`src/rtl/esram_pkg.sv`:
```
package esram_pkg;

    // Control strobes as captured by the input register stage.
    typedef struct packed {
        logic ce_n;
        logic we_n;
    } ctl_t;

    // What the current enable cycle is doing.
    typedef enum logic [1:0] {
        PH_IDLE  = 2'd0,   // enable high, bus released
        PH_WAIT  = 2'd1,   // reading, data not yet valid
        PH_READ  = 2'd2,   // reading, data valid
        PH_WRITE = 2'd3    // write strobe low, bus released
    } phase_e;

    localparam ctl_t CTL_IDLE = '{ce_n: 1'b1, we_n: 1'b1};

    // Enable falling: previous sample high, current sample low.
    function automatic logic enable_fell(input logic prev_ce_n, input ctl_t cur);
        return prev_ce_n & ~cur.ce_n;
    endfunction

    // Both strobes low: a write period is in progress.
    function automatic logic write_window(input ctl_t cur);
        return ~cur.ce_n & ~cur.we_n;
    endfunction

endpackage

```
`src/rtl/esram_ctrl.sv`:
```
module esram_ctrl
    import esram_pkg::*;
#(
    parameter int ADDR_W   = 10,
    parameter int DATA_W   = 4,
    parameter int READ_LAT = 2
) (
    input  logic              clk,
    input  logic              rst,
    input  logic              ce_n,
    input  logic              we_n,
    input  logic [ADDR_W-1:0] addr,
    input  logic [DATA_W-1:0] d_in,
    output logic [ADDR_W-1:0] cell_addr,
    output logic              wr_en,
    output logic [DATA_W-1:0] wr_data,
    output logic              q_oe,
    output logic              rd_ready
);

    localparam int CNT_W = $clog2(READ_LAT + 1);
    localparam logic [CNT_W-1:0] LAT_C = CNT_W'(READ_LAT);

    ctl_t              cur_q;
    logic              ce_prev_q;
    logic [ADDR_W-1:0] addr_q;
    logic [DATA_W-1:0] din_q;
    logic [ADDR_W-1:0] lat_q;
    logic [CNT_W-1:0]  cnt_q;
    logic              wr_act_q;
    logic [DATA_W-1:0] wdata_q;

    logic   fall;
    logic   wr_now;
    phase_e phase;

    assign fall   = enable_fell(ce_prev_q, cur_q);
    assign wr_now = write_window(cur_q);

    always_ff @(posedge clk) begin
        if (rst) begin
            cur_q     <= CTL_IDLE;
            ce_prev_q <= 1'b1;
            addr_q    <= '0;
            din_q     <= '0;
            lat_q     <= '0;
            cnt_q     <= '0;
            wr_act_q  <= 1'b0;
            wdata_q   <= '0;
        end else begin
            cur_q     <= '{ce_n: ce_n, we_n: we_n};
            ce_prev_q <= cur_q.ce_n;
            addr_q    <= addr;
            din_q     <= d_in;
            if (fall)
                lat_q <= addr_q;
            if (cur_q.ce_n)
                cnt_q <= '0;
            else if (cnt_q != LAT_C)
                cnt_q <= cnt_q + 1'b1;
            wr_act_q <= wr_now;
            if (wr_now)
                wdata_q <= din_q;
        end
    end

    always_comb begin
        if (cur_q.ce_n)
            phase = PH_IDLE;
        else if (!cur_q.we_n)
            phase = PH_WRITE;
        else if (cnt_q == LAT_C)
            phase = PH_READ;
        else
            phase = PH_WAIT;
    end

    assign q_oe      = (phase == PH_WAIT) || (phase == PH_READ);
    assign rd_ready  = (phase == PH_READ);
    assign wr_en     = wr_act_q & ~wr_now;
    assign wr_data   = wdata_q;
    assign cell_addr = lat_q;

    // the captured address moves only after a detected enable fall
    p_hold_addr_r2: assert property (@(posedge clk) disable iff (rst)
        !fall |=> $stable(lat_q));

    // an enable sampled high releases the bus on the next cycle
    p_oe_off_when_idle_r4: assert property (@(posedge clk) disable iff (rst)
        $past(ce_n) |-> !q_oe);

    // a low write strobe sampled at the port keeps the bus released
    p_write_hides_bus_r5: assert property (@(posedge clk) disable iff (rst)
        $past(!we_n) |-> !q_oe);

    // a store only follows strobes that were both low at the ports
    p_commit_after_window_r7: assert property (@(posedge clk) disable iff (rst)
        wr_en |-> $past(!ce_n && !we_n, 2));

endmodule

```
`src/rtl/esram_array.sv`:
```
module esram_array #(
    parameter int ADDR_W = 10,
    parameter int DATA_W = 4,
    parameter int ROW_W  = 6
) (
    input  logic              clk,
    input  logic              wr_en,
    input  logic [ADDR_W-1:0] cell_addr,
    input  logic [DATA_W-1:0] wr_data,
    output logic [DATA_W-1:0] rd_data
);

    localparam int COL_W = ADDR_W - ROW_W;
    localparam int ROWS  = 1 << ROW_W;
    localparam int GROUP = 1 << COL_W;

    logic [ROW_W-1:0] row;
    logic [COL_W-1:0] col;

    assign row = cell_addr[ADDR_W-1:COL_W];
    assign col = cell_addr[COL_W-1:0];

    // One column group per data bit; together they form one row of the matrix.
    for (genvar b = 0; b < DATA_W; b++) begin : g_bit
        logic [GROUP-1:0] bank [ROWS];

        always_ff @(posedge clk) begin
            if (wr_en)
                bank[row][col] <= wr_data[b];
        end

        assign rd_data[b] = bank[row][col];
    end

endmodule

```
`src/rtl/edge_latched_sram.sv`:
```
module edge_latched_sram
    import esram_pkg::*;
#(
    parameter int ADDR_W   = 10,
    parameter int DATA_W   = 4,
    parameter int ROW_W    = 6,
    parameter int READ_LAT = 2
) (
    input  logic              clk,
    input  logic              rst,
    input  logic              ce_n,
    input  logic              we_n,
    input  logic [ADDR_W-1:0] addr,
    input  logic [DATA_W-1:0] d_in,
    output logic [DATA_W-1:0] q_out,
    output logic              q_oe
);

    logic [ADDR_W-1:0] cell_addr;
    logic              wr_en;
    logic [DATA_W-1:0] wr_data;
    logic [DATA_W-1:0] rd_data;
    logic              rd_ready;

    esram_ctrl #(
        .ADDR_W  (ADDR_W),
        .DATA_W  (DATA_W),
        .READ_LAT(READ_LAT)
    ) ctrl_i (
        .clk      (clk),
        .rst      (rst),
        .ce_n     (ce_n),
        .we_n     (we_n),
        .addr     (addr),
        .d_in     (d_in),
        .cell_addr(cell_addr),
        .wr_en    (wr_en),
        .wr_data  (wr_data),
        .q_oe     (q_oe),
        .rd_ready (rd_ready)
    );

    esram_array #(
        .ADDR_W(ADDR_W),
        .DATA_W(DATA_W),
        .ROW_W (ROW_W)
    ) array_i (
        .clk      (clk),
        .wr_en    (wr_en),
        .cell_addr(cell_addr),
        .wr_data  (wr_data),
        .rd_data  (rd_data)
    );

    assign q_out = rd_ready ? rd_data : '0;

    // no data leaves the block while the bus is released
    p_quiet_when_released_r6: assert property (@(posedge clk) disable iff (rst)
        !q_oe |-> (q_out == '0));

endmodule

```
`config.mk`:
```
export PLATFORM = sky130hd
export DESIGN_NAME = edge_latched_sram
export DESIGN_NICKNAME = d
export VERILOG_FILES = /design/src/rtl/esram_pkg.sv /design/src/rtl/esram_ctrl.sv /design/src/rtl/esram_array.sv /design/src/rtl/edge_latched_sram.sv
export SDC_FILE = /design/constraint.sdc
export NUM_CORES = 2
export LEC_CHECK = 0
export BUFFER_PORTS_ARGS = -buffer_cell sky130_fd_sc_hd__buf_2
export CAP_MARGIN = 10
export CORE_ASPECT_RATIO = 0.5
export CORE_UTILIZATION = 60
export CTS_CLUSTER_SIZE = 20
export DETAILED_ROUTE_END_ITERATION = 10
export PLACE_DENSITY_LB_ADDON = 0.25
export REMOVE_ABC_BUFFERS = 1
export SYNTH_ARGS = -nofsm -noshare
export SYNTH_HDL_FRONTEND = slang
export SYNTH_SLANG_ARGS = --single-unit
```
`constraint.sdc`:
```
create_clock -name clk -period 16.8 [get_ports clk]
set_input_delay 2.52 -clock clk [delete_from_list [all_inputs] [get_ports clk]]
set_output_delay 2.52 -clock clk [all_outputs]
set_load 0.02 [all_outputs]
```
==> results_dict.tcl <==
set metrics [dict create \
    outcome "complete, no violations" \
    htree_levels 5 \
    path_max_fanout 27 \
    routed_wl_um 461000 \
    cts.sinks 4136 \
    dpl_cell_area_sq_um 167000 \
    slowest_stage "a31oi_1" \
    place_congestion 0.916 \
    worstSetupPathType "register to output port" \
    ys.warnings.count 0 \
    yosysSeqAreaShare_pct 75.8 \
    cpMostUsedCell "buf_4" \
    drt-met1-wl_um 163000 \
    power.total_mw 19.7 \
    fin_skew_ns 0.0408 \
    syn2layout_area_growth_pct 9.06 \
    finalSetupViolations 0 \
    hold_path_end "ctrl_i.wr_data[1]" \
    die_area_sq_um 274000 \
    final_common_cell "edfxtp_1" \
    postCtsHoldBufs 0 \
    maxSlewViolCount 0 \
    ant_nets 0 \
    fin_crit_sh_pct 58.9 \
    layout.area.seq_sq_um 124000 \
    cp-end-kind "output port" \
    syn_area_sq_um 163000 \
    ir_worst_vdd_uv 79.3 \
    grt_pass1_wl_um 642000 \
    whs_path_depth 2 \
    first_global_vias 84755 \
    drt_iter0_drc 16087 \
    power.leakage_nw 54.6 \
    r2r-start "ctrl_i.wr_data[1]" \
    ios 23 \
    reg2reg_to "array_i.g_bit[1].bank[10][15]" \
    finalSetupTns_ns 0 \
    num-nets-final 8428 \
    routedWlPerCell_um 37.4 \
    synth_cells 8349 \
    layout-drive-gt1-share_pct 21.1 \
    cpPeakStageDelay_ns 0.90 \
    hpwl_um 273000 \
    most-common-layout-cells "edfxtp_1 (4,096), nor2_1 (1,109), mux4_2 (907)" \
    antenna_found_initial 44 \
    ys_ff_latch 4136 \
    routed-wl-met3_um 77000 \
    numCtsBuffers 349 \
    rrSetupSlack_ns 12.55 \
    placeableCoreArea_sq_um 269000 \
    drc_errors 0 \
    grtUsageTotal_pct 33.6 \
    maxCapViolations 0 \
    syn_avg_cell_area_sq_um 19.6 \
    vias 87363 \
    holdWs_ns 0.422 \
    root_buffer "clkbuf_16" \
    path_cells "buf_4, buf_4, or2_4, buf_4, buf_4, o22ai_1, or4_1, a31oi_1, and3_1, o211ai_1, a31oi_1, nor4_1, buf_2" \
    multiInputGateArea_sq_um 36600 \
    cts_resized 0 \
    port_buffers 22 \
    finalInstanceArea_sq_um 178000 \
    initial_core_util_pct 60.8 \
    via_per_inst 7.09 \
    path_clk_slew_ns 0.07 \
    p_per_area_nw_per_um2 111 \
    synth_edf_count 4096 \
    die_w_um 740 \
    worstPathArrival_ns 7.38 \
    tightest_slew_ns 1.44 \
    finish.utilization_pct 66.3 \
    ff2ff_path_depth 3 \
    fillCellCount 16992 \
    worst_slew_margin_rel_pct 3.85 \
    clkLatencyLatePin_ns 0.90 \
    fmax_mhz 101 \
    rsz0062_at_grt "false" \
    post_cts_buffers 0 \
    cts_tree "yes" \
    wl_met2_um 196000 \
    row_count 134 \
    required_ns 14.28 \
    synth_cell_types 82 \
    hold_viol 0 \
    dr.pass1.iters 9 \
    synth_flop_cell "edfxtp_1" \
    grt_max_degree 242 \
    grt_overflow 0 \
    die_h_um 371 \
    clock_path_buffers 4 \
    startpoint_type "register" \
    period_needed_ns 9.90 \
    highest_layer "met5" \
    hp-start "ctrl_i.din_q[1]" \
    async_reset_ff_share_pct 0 \
    hp-class "register to register" \
]
## cell families (layout without fill, tap and decap cells)
group,count (synthesis),after routing,share of synthesized area [%]
buffers and inverters,565,902,1.96
AND/OR/NAND/NOR,1632,1632,4.12
AO/OA/AOI/OAI,634,634,2.66
XOR/XNOR,1,1,0.00536
other,0,30,0
adder cells (fa/ha/maj),1,1,0.00766
multiplexers,1380,1380,15.4
flip-flops,4136,4136,75.8
## per-stage QoR
step | setup slack (ns) | instances
floorplan | -35.67 | 7792
global placement | 8.01 | 11657
detailed placement | 8.16 | 11659
CTS | 7.09 | 12287
global route | 6.88 | 12292
finish | 6.90 | 12320
## where the power goes
group	leakage (nW)	internal (mW)	switching, mW
clock network	5.36	4.30	3.68
logic	11.0	0.184	0.368
registers	38.2	11.2	0.0107
total	54.6	15.7	4.06
## area by class of cell
cell class	instances	area share, %
Clock buffer	425	5.21
Antenna cell	30	0.0421
Sequential cell	4136	69.5
Timing Repair Buffer	266	1.18
Tap cell	3604	2.53
Multi-Input combinational cell	3648	20.6
Inverter	8	0.0267
Clock inverter	203	0.912
## synthesized netlist by cell type, types with 5 or more instances
cell,count,area (sq um)
buf_2,99,495
or2_2,10,62.6
a2111oi_0,13,114
a21o_1,7,52.6
and2_1,12,75.1
buf_1,30,113
or3_1,5,31.3
nor4_1,17,106
a22o_1,14,123
and3_1,12,75.1
a211o_1,9,78.8
a21oi_1,112,561
inv_1,5,18.8
o22ai_1,132,826
mux2_2,47,529
o21ai_0,65,325
nor3_1,39,195
or4_1,8,60.1
o221ai_1,50,438
a22oi_1,94,706
o211ai_1,11,82.6
nand3_1,50,250
o32ai_1,5,43.8
mux2i_1,426,4260
a211oi_1,23,173
buf_8,10,150
nor2_1,1114,4180
mux4_2,907,20400
a32oi_1,15,131
clkbuf_1,282,1060
nand2_1,266,998
dfxtp_1,40,801
a31oi_1,22,138
nor3b_1,11,82.6
nand2b_1,14,87.6
a221oi_1,15,131
nand4_1,11,68.8
buf_6,76,856
nor2b_1,43,269
edfxtp_1,4096,123000
buf_4,55,413
## registers in the layout (all words and copies together), names as in the netlist, named ones only
name / flops
array_i.g_bit.bank: 4096
ctrl_i.addr_q: 10
ctrl_i.cell_addr: 10
ctrl_i.din_q: 4
ctrl_i.wr_data: 4
ctrl_i.cnt_q: 2
ctrl_i.cur_q: 2
ctrl_i.ce_prev_q: 1
ctrl_i.wr_act_q: 1
## worst max-delay path, delay by kind of cell (launching register included)
family	cells	cell delay [ns]
buffers and inverters	5	2.43
AOI/OAI and AO/OA	4	1.71
and+or+nand+nor	4	1.49
DFF	1	0.66
## routing by layer
| layer | vias to the layer above | global-route usage [%] |
|---|---|---|
| li1 | 34033 | - |
| met1 | 44984 | 47.4 |
| met2 | 7043 | 47.3 |
| met3 | 1262 | 13.1 |
| met4 | 41 | 14.0 |
| met5 | - | 0 |
## how the worst max path moves through the flow
stage | cells past startpoint | slack (ns) | to | startpoint
2_1_floorplan | 8 | -35.67 | q_out[0] | register
3_3_place_gp | 12 | 8.01 | q_out[3] | register
3_5_place_dp | 12 | 8.16 | q_out[3] | register
4_1_cts | 12 | 7.09 | q_out[3] | register
5_1_grt | 12 | 6.88 | q_out[1] | register
6_report | 13 | 6.90 | q_out[1] | register
Power figures use the tool's default switching activity.
